$ cat src/rtl/fio_pkg.sv
package fio_pkg;

  typedef enum logic {
    MODE_PROBE = 1'b0,
    MODE_BUS   = 1'b1
  } io_mode_e;

  localparam int EXT_W_D  = 30;
  localparam int INT_W_D  = 114;
  localparam int LA_W_D   = 128;
  localparam int ADDR_W_D = 32;
  localparam int DATA_W_D = 32;
  localparam int SEL_W_D  = 4;
  localparam int GAP_LO_D = 92;
  localparam int GAP_N_D  = 10;

endpackage

$ cat src/rtl/fio_mode_sync.sv
module fio_mode_sync
  import fio_pkg::*;
(
  input  logic     clk,
  input  logic     rst_n,
  input  logic     mode_async,
  output io_mode_e mode
);

  logic meta_q;
  logic held_q;

  always_ff @(posedge clk or negedge rst_n) begin
    if (!rst_n) begin
      meta_q <= 1'b0;
      held_q <= 1'b0;
    end else begin
      meta_q <= mode_async;
      held_q <= meta_q;
    end
  end

  assign mode = held_q ? MODE_BUS : MODE_PROBE;

  // entering bus mode needs the pin high two edges earlier
  a_r2_rise_lag: assert property (@(posedge clk) disable iff (!rst_n)
    $rose(held_q) |-> $past(mode_async, 2));

  // leaving bus mode needs the pin low two edges earlier
  a_r2_fall_lag: assert property (@(posedge clk) disable iff (!rst_n)
    $fell(held_q) |-> !$past(mode_async, 2));

endmodule

$ cat src/rtl/fio_ext_pass.sv
module fio_ext_pass #(
  parameter int EXT_W = 30
) (
  input  logic [EXT_W-1:0] pad_in,
  output logic [EXT_W-1:0] pad_out,
  output logic [EXT_W-1:0] pad_oe,
  output logic [EXT_W-1:0] core_in,
  input  logic [EXT_W-1:0] core_out,
  input  logic [EXT_W-1:0] core_oe
);

  assign core_in = pad_in;
  assign pad_out = core_out;
  assign pad_oe  = core_oe;

endmodule

$ cat src/rtl/fio_bus_map.sv
module fio_bus_map #(
  parameter int INT_W  = 114,
  parameter int REQ_W  = 71,
  parameter int RSP_W  = 33,
  parameter int GAP_LO = 92,
  parameter int GAP_N  = 10
) (
  input  logic [REQ_W-1:0] req_vec,
  input  logic [INT_W-1:0] core_out,
  output logic [INT_W-1:0] core_in_bus,
  output logic [RSP_W-1:0] rsp_vec
);

  for (genvar i = 0; i < INT_W; i++) begin : g_pos
    localparam bool_gap = (i >= GAP_LO) && (i < GAP_LO + GAP_N);
    localparam int SLOT = (i < GAP_LO) ? i : i - GAP_N;
    if (bool_gap) begin : g_gap
      assign core_in_bus[i] = 1'b0;
    end else if (SLOT < REQ_W) begin : g_req
      assign core_in_bus[i] = req_vec[SLOT];
    end else begin : g_rsp
      assign core_in_bus[i] = 1'b0;
      assign rsp_vec[SLOT-REQ_W] = core_out[i];
    end
  end

endmodule

$ cat src/rtl/fio_int_route.sv
module fio_int_route
  import fio_pkg::*;
#(
  parameter int INT_W = 114,
  parameter int LA_W  = 128,
  parameter int RSP_W = 33,
  parameter int GAP_LO = 92,
  parameter int GAP_N  = 10,
  localparam int MON_W = LA_W - INT_W
) (
  input  logic             clk,
  input  logic             rst_n,
  input  io_mode_e         mode,
  input  logic [INT_W-1:0] la_in,
  input  logic [INT_W-1:0] core_out,
  input  logic [MON_W-1:0] mon,
  input  logic [INT_W-1:0] core_in_bus,
  input  logic [RSP_W-1:0] rsp_vec,
  output logic [INT_W-1:0] core_in,
  output logic [LA_W-1:0]  la_out,
  output logic [RSP_W-1:0] rsp_out
);

  always_comb begin
    core_in = la_in;
    la_out  = {mon, core_out};
    rsp_out = '0;
    if (mode == MODE_BUS) begin
      core_in = core_in_bus;
      la_out  = '0;
      rsp_out = rsp_vec;
    end
  end

  // analyzer port stays silent in bus mode
  a_r8_probe_quiet: assert property (@(posedge clk) disable iff (!rst_n)
    (mode == MODE_BUS) |-> (la_out == '0));

  // bus response stays silent in probe mode
  a_r8_bus_quiet: assert property (@(posedge clk) disable iff (!rst_n)
    (mode == MODE_PROBE) |-> (rsp_out == '0));

  // spare analyzer bits carry the monitor points in probe mode
  a_r4_monitor_bits: assert property (@(posedge clk) disable iff (!rst_n)
    (mode == MODE_PROBE) |-> (la_out[LA_W-1:INT_W] == mon));

  // unconnected block receives zeros in bus mode
  a_r7_gap_zero: assert property (@(posedge clk) disable iff (!rst_n)
    (mode == MODE_BUS) |-> (core_in[GAP_LO +: GAP_N] == '0));

  // probe mode hands the host bits to the fabric
  a_r3_probe_drive: assert property (@(posedge clk) disable iff (!rst_n)
    (mode == MODE_PROBE) |-> (core_in == la_in));

endmodule

$ cat src/rtl/fabric_io_switch.sv
module fabric_io_switch
  import fio_pkg::*;
#(
  parameter int EXT_W  = EXT_W_D,
  parameter int INT_W  = INT_W_D,
  parameter int LA_W   = LA_W_D,
  parameter int ADDR_W = ADDR_W_D,
  parameter int DATA_W = DATA_W_D,
  parameter int SEL_W  = SEL_W_D,
  parameter int GAP_LO = GAP_LO_D,
  parameter int GAP_N  = GAP_N_D,
  localparam int MON_W = LA_W - INT_W,
  localparam int REQ_W = 3 + SEL_W + ADDR_W + DATA_W,
  localparam int RSP_W = 1 + DATA_W
) (
  input  logic              clk,
  input  logic              rst_n,
  input  logic              mode_sel,
  input  logic [EXT_W-1:0]  ext_pad_in,
  output logic [EXT_W-1:0]  ext_pad_out,
  output logic [EXT_W-1:0]  ext_pad_oe,
  output logic [EXT_W-1:0]  fab_ext_in,
  input  logic [EXT_W-1:0]  fab_ext_out,
  input  logic [EXT_W-1:0]  fab_ext_oe,
  output logic [INT_W-1:0]  fab_int_in,
  input  logic [INT_W-1:0]  fab_int_out,
  input  logic [MON_W-1:0]  fab_mon,
  input  logic [INT_W-1:0]  la_in,
  output logic [LA_W-1:0]   la_out,
  input  logic              bus_cyc,
  input  logic              bus_stb,
  input  logic              bus_we,
  input  logic [SEL_W-1:0]  bus_sel,
  input  logic [ADDR_W-1:0] bus_adr,
  input  logic [DATA_W-1:0] bus_wdat,
  output logic              bus_ack,
  output logic [DATA_W-1:0] bus_rdat
);

  io_mode_e          mode;
  logic [REQ_W-1:0]  req_vec;
  logic [RSP_W-1:0]  rsp_vec;
  logic [RSP_W-1:0]  rsp_out;
  logic [INT_W-1:0]  core_in_bus;

  assign req_vec = {bus_wdat, bus_adr, bus_sel, bus_we, bus_stb, bus_cyc};
  assign {bus_rdat, bus_ack} = rsp_out;

  fio_mode_sync u_sync (
    .clk        (clk),
    .rst_n      (rst_n),
    .mode_async (mode_sel),
    .mode       (mode)
  );

  fio_ext_pass #(.EXT_W(EXT_W)) u_ext (
    .pad_in   (ext_pad_in),
    .pad_out  (ext_pad_out),
    .pad_oe   (ext_pad_oe),
    .core_in  (fab_ext_in),
    .core_out (fab_ext_out),
    .core_oe  (fab_ext_oe)
  );

  fio_bus_map #(
    .INT_W(INT_W), .REQ_W(REQ_W), .RSP_W(RSP_W),
    .GAP_LO(GAP_LO), .GAP_N(GAP_N)
  ) u_map (
    .req_vec     (req_vec),
    .core_out    (fab_int_out),
    .core_in_bus (core_in_bus),
    .rsp_vec     (rsp_vec)
  );

  fio_int_route #(
    .INT_W(INT_W), .LA_W(LA_W), .RSP_W(RSP_W),
    .GAP_LO(GAP_LO), .GAP_N(GAP_N)
  ) u_route (
    .clk         (clk),
    .rst_n       (rst_n),
    .mode        (mode),
    .la_in       (la_in),
    .core_out    (fab_int_out),
    .mon         (fab_mon),
    .core_in_bus (core_in_bus),
    .rsp_vec     (rsp_vec),
    .core_in     (fab_int_in),
    .la_out      (la_out),
    .rsp_out     (rsp_out)
  );

  // pad inputs reach the fabric unchanged at every edge
  a_r1_ext_through: assert property (@(posedge clk) disable iff (!rst_n)
    (fab_ext_in == ext_pad_in) && (ext_pad_oe == fab_ext_oe));

endmodule

$ cat config.mk
export PLATFORM = sky130hd
export DESIGN_NAME = fabric_io_switch
export DESIGN_NICKNAME = d
export VERILOG_FILES = /design/src/rtl/fio_pkg.sv /design/src/rtl/fio_mode_sync.sv /design/src/rtl/fio_ext_pass.sv /design/src/rtl/fio_bus_map.sv /design/src/rtl/fio_int_route.sv /design/src/rtl/fabric_io_switch.sv
export SDC_FILE = /design/constraint.sdc
export NUM_CORES = 1
export LEC_CHECK = 0
export BUFFER_PORTS_ARGS = -buffer_cell sky130_fd_sc_hd__buf_2
export CELL_PAD_IN_SITES_DETAIL_PLACEMENT = 1
export CELL_PAD_IN_SITES_GLOBAL_PLACEMENT = 1
export CORE_AREA = 2 2 304 306
export DETAILED_ROUTE_END_ITERATION = 8
export DIE_AREA = 0 0 306 308
export GPL_TIMING_DRIVEN = 0
export HOLD_SLACK_MARGIN = 0.15
export PLACE_DENSITY = 0.44
export SLEW_MARGIN = 0
export SYNTH_ARGS = -nofsm -noshare
export SYNTH_HDL_FRONTEND = slang
export SYNTH_HIERARCHICAL = 1
export SYNTH_SLANG_ARGS = --single-unit
$ cat constraint.sdc
create_clock -name clk -period 2.8 [get_ports clk]
set_clock_uncertainty 0.05 [all_clocks]
set_input_delay 0.56 -clock clk [delete_from_list [all_inputs] [get_ports clk]]
set_output_delay 0.56 -clock clk [all_outputs]
set_load 0.02 [all_outputs]
-- Word-level counts from Yosys, hierarchy flattened
Index checks and enable logic that the tools add are counted.
- bits in read-only memories: 0
- memories kept: 0
- RAM bits: 0
- bits in latches: 0
- flip-flop bits (word level): 2
- word-level logic and storage cells: 6
- magnitude comparators: 0
- divide/modulo/power cells: 0
- equal/unequal tests: 0
- multiply operators: 0
- bitwise gates (word level): 0
- add/subtract/negate cells: 0
- reduce and logical (&&, ||, !) cells: 0
- shift-type cells: 0
- muxes and demuxes: 4
- operators with widths (operator ; count):
    $mux W128 ; 1
    $mux W114 ; 1
    $mux W33 ; 1
    $mux W1 ; 1

-- Longest topological paths before layout
- word-level depth: 2
- mapped depth: 4

-- Cells and area by module
Netlist, hierarchy kept.
- modules (own cells, without submodules) (module ; cells each ; area an instance (sq um) ; times used):
    fio_int_route ; 306 ; 2851.5 ; 1
    fio_bus_map ; 148 ; 1107.3 ; 1
    fio_ext_pass ; 90 ; 675.6 ; 1
    fio_mode_sync ; 2 ; 50.0 ; 1

-- Worst setup path before layout
Ideal clock, no wire load.
- path type: reg-to-output
- start point: reg u_sync.held_q
- end point: out la_out[89]
- data arrival time: 1117 ps
- slack: 1073 ps
- required time: 2190 ps
- stages on the path, launching flop included: 5
- buffers on the path: 3
- cells stage by stage: dfrtp_1 buf_6 buf_6 clkbuf_1 nor2b_1
- cells in the longest elaborated chain, start to end: 2
- ends and longest elaborated chain (element ; line ; RTL):
    start, declared ; fio_mode_sync.sv:11 ; logic held_q;
    start signal, assigned ; fio_mode_sync.sv:19 ; held_q <= meta_q;
    $mux W1 ; fio_mode_sync.sv:23 ; assign mode = held_q ? MODE_BUS : MODE_PROBE;
    $mux W128 ; fio_int_route.sv:28 ; if (mode == MODE_BUS) begin
    end, declared ; fabric_io_switch.sv:29 ; output logic [LA_W-1:0] la_out,
No other way between the ends.

-- Worst setup path in the final report
- start point: reg u_sync.held_q
- end point: out la_out[79]
Same word-level chain as after synthesis.

==> summary.txt <==
Detailed routing
  – Via-to-Cell Ratio: 2.40
  – Initial DRC Count: 88
  – Via count: 5,724
  – Number of remaining DRC errors: 0
  – Final antenna-violating net count: 0
  – Wirelength, routed: 35,400 µm
  – Average wire per standard cell: 14.8 µm
  – Drt first pass iters: 4

Critical path
  – Worst r2r dst: u_sync/held_q
  – CP Class: reg -> out
  – Origin of the critical flop-to-flop path: u_sync/meta_q
  – Worst-path fanout max: 19
  – Critical path arrival: 1.85 ns
  – Reg2Reg Setup Slack: 2.29 ns
  – Req. time, crit path: 2.19 ns
  – Critical Path Sink Type: primary output
  – Crit path from: u_sync/held_q
  – R2R depth: 0
  – Worst setup path endpoint: la_out[79]
  – CP startpoint kind: register

STA
  – Final setup vio count: 0
  – RSZ-0062 raised after global routing: no
  – Final hold vios: 0
  – Worst-Margin Slew: 0.506 ns
  – Final Critical Period: 2.46 ns
  – Final Max Tran Viols: 0
  – Final Cycle Share: 87.8%
  – Achievable Freq: 407 MHz
  – Setup tns final: 0 ns
  – Relative slew slack: 66.2%

Logic synthesis
  – Most frequent cell after synthesis: buf_4
  – Dominant synthesized flop cell: dfrtp_1
  – Area leader, netlist: buf_4
  – Sequential area share after synthesis: 1.07%
  – Area contributors post-synth: buf_4 38%, mux2_4 29%, nor2b_1 17%
  – Synthesized area: 4680 µm²
  – Share of the synthesized area in the top cell type: 38.0%
  – Top cells by count, synth: 237 x buf_4, 128 x nor2b_1, 89 x mux2_4, 33 x and2_1, 25 x mux2_2
  – Syn. warnings: 6
  – Yosys cell types: 10
  – Asr flop ratio synth: 100%
  – FF+latch count, synth: 2
  – Post-synth EDFFs: 0
  – Mean post-synth cell area: 8.58 µm²
  – Syn Inst Count: 546

Floorplan
  – Horiz. Die Dim: 306 µm
  – Total core area: 91,000 µm²
  – Die span in y: 308 µm
  – Die ar.: 94,200 µm²
  – # rows: 111
  – Io pins: 771
  – Starting Density: 5.15%

Job
  – Max-Cap Viols: 0

Min path
  – Min-Delay Path Class: reg -> reg
  – Hold Path Depth: 0

Finish
  – Layout Nets: 1,608
  – Share of cells above drive strength 1: 82.6%
  – Final Core Density: 10.4%
  – Area Growth Syn to Fin: 102%

Clocking
  – Reg clk slew, reported paths: 0.03 ns
  – CTS tree: yes
  – Clock Latency Late Sink: 0.22 ns
  – CTS Buf Count: 3
  – Clock sink count: 2
  – Max Buffers Root-to-Sink: 2
  – Clock Root Buffer: clkbuf_16
  – PostCTS Resize Cnt: 0
  – CTS H-tree lvls: 1

Global route
  – Pin count of the biggest net entering global routing: 20
  – Initial antenna violation count: 20
  – GRT Resource Usage Total: 6.74%
  – First-pass GRT wire length: 45,100 µm
  – Total congestion overflow: 0
  – Vias in the first global route: 6,060

Run status
  – Status: completed

Place
  – Final RePlAce weighted congestion: 0.766
  – Post-DP HPWL: 33,800 µm
  – Buffers added on ports: 609

Pwr
  – Worst vdd ir: 0.145 mV
  – Power Density: 205 nW/µm²
  – Leakage Power: 5.23 nW
metal layers:
metal  vias up  track usage (%)  wire length, µm
li1       2760                -                -
met1      2491             8.12            14400
met2       397             11.9            17200
met3        44             2.24             3270
met4        32            0.733              386
met5         -                0              207
final cells by class:
type                       instances  area [µm²]
fill                           11100       81500
antenna                            3        7.51
timing repair buffer             610        3060
tap                             1186        1480
clock buffer                       3        75.1
sequential                         2        50.0
multi-input combinational        318        2790
buffer                           267        2000
placed cells by master (no fill, tap or decap):
cell type and count:
dfrtp_1 2, clkbuf_1 2, mux2_4 89, dlygate4sd3_1 1, diode_2 3, buf_4 237, buf_6 12, conb_1 43
nor2b_1 128, mux2_2 25, and2_1 33, buf_2 625, clkbuf_16 3
worst max-delay path, stage by stage (launching register included):
cell     delay (ns)
dfrtp_1        0.36
buf_6          0.13
buf_6          0.19
buf_2          0.23
nor2b_1        0.43
buf_2          0.27
worst min path at each step:
stage / startpoint / to / slack, ns
4_1_cts: u_sync/meta_q / u_sync/held_q / 0.29
5_1_grt: u_sync/meta_q / u_sync/held_q / 0.31
6_report: u_sync/meta_q / u_sync/held_q / 0.29
3_3_place_gp: rst_n / u_sync/meta_q / 0.30
2_1_floorplan: rst_n / u_sync/held_q / 0.21
3_5_place_dp: u_sync/meta_q / u_sync/held_q / 0.29
report_power, final:
part | leakage (nW) | switching [W] | internal (W)
Combinational | 5.17 | 0.000901 | 0.000792
Clock | 0.0370 | 0.0000300 | 0.000181
Sequential | 0.0233 | 0.000000470 | 0.0000306
Total | 5.23 | 0.000931 | 0.00100
stage by stage:
stage,total power (W),hold WS (ns),worst slack (ns),cells,area (µm²)
floorplan,0.00108,0.214,1.07,588,4840
global placement,0.00176,0.295,-0.0547,2383,9370
detailed placement,0.00176,0.290,-0.0645,2383,9370
CTS,0.00198,0.294,0.173,2386,9460
global route,0.00206,0.307,0.195,2388,9460
finish,0.00194,0.291,0.341,2389,9460
logic make-up after synthesis:
kind of cell,count (synthesis),synth area share (%)
buf+inv,268,42.8
simple gates,161,21.5
flops,2,1.07
mux,114,34.5
other cells,1,0.0801
timing repair:
action / 4_1_cts / 5_1_grt
hold buffers: 1 / 0
buffers inserted: 0 / 0
endpoints found under the hold margin: 2 / 0
endpoints found under the setup margin: 10 / 0
registers in the layout, summed over array words and instances (netlist names):
signal         count
u_sync/held_q      1
u_sync/meta_q      1
Note: power is estimated with default switching activity, not from simulation.
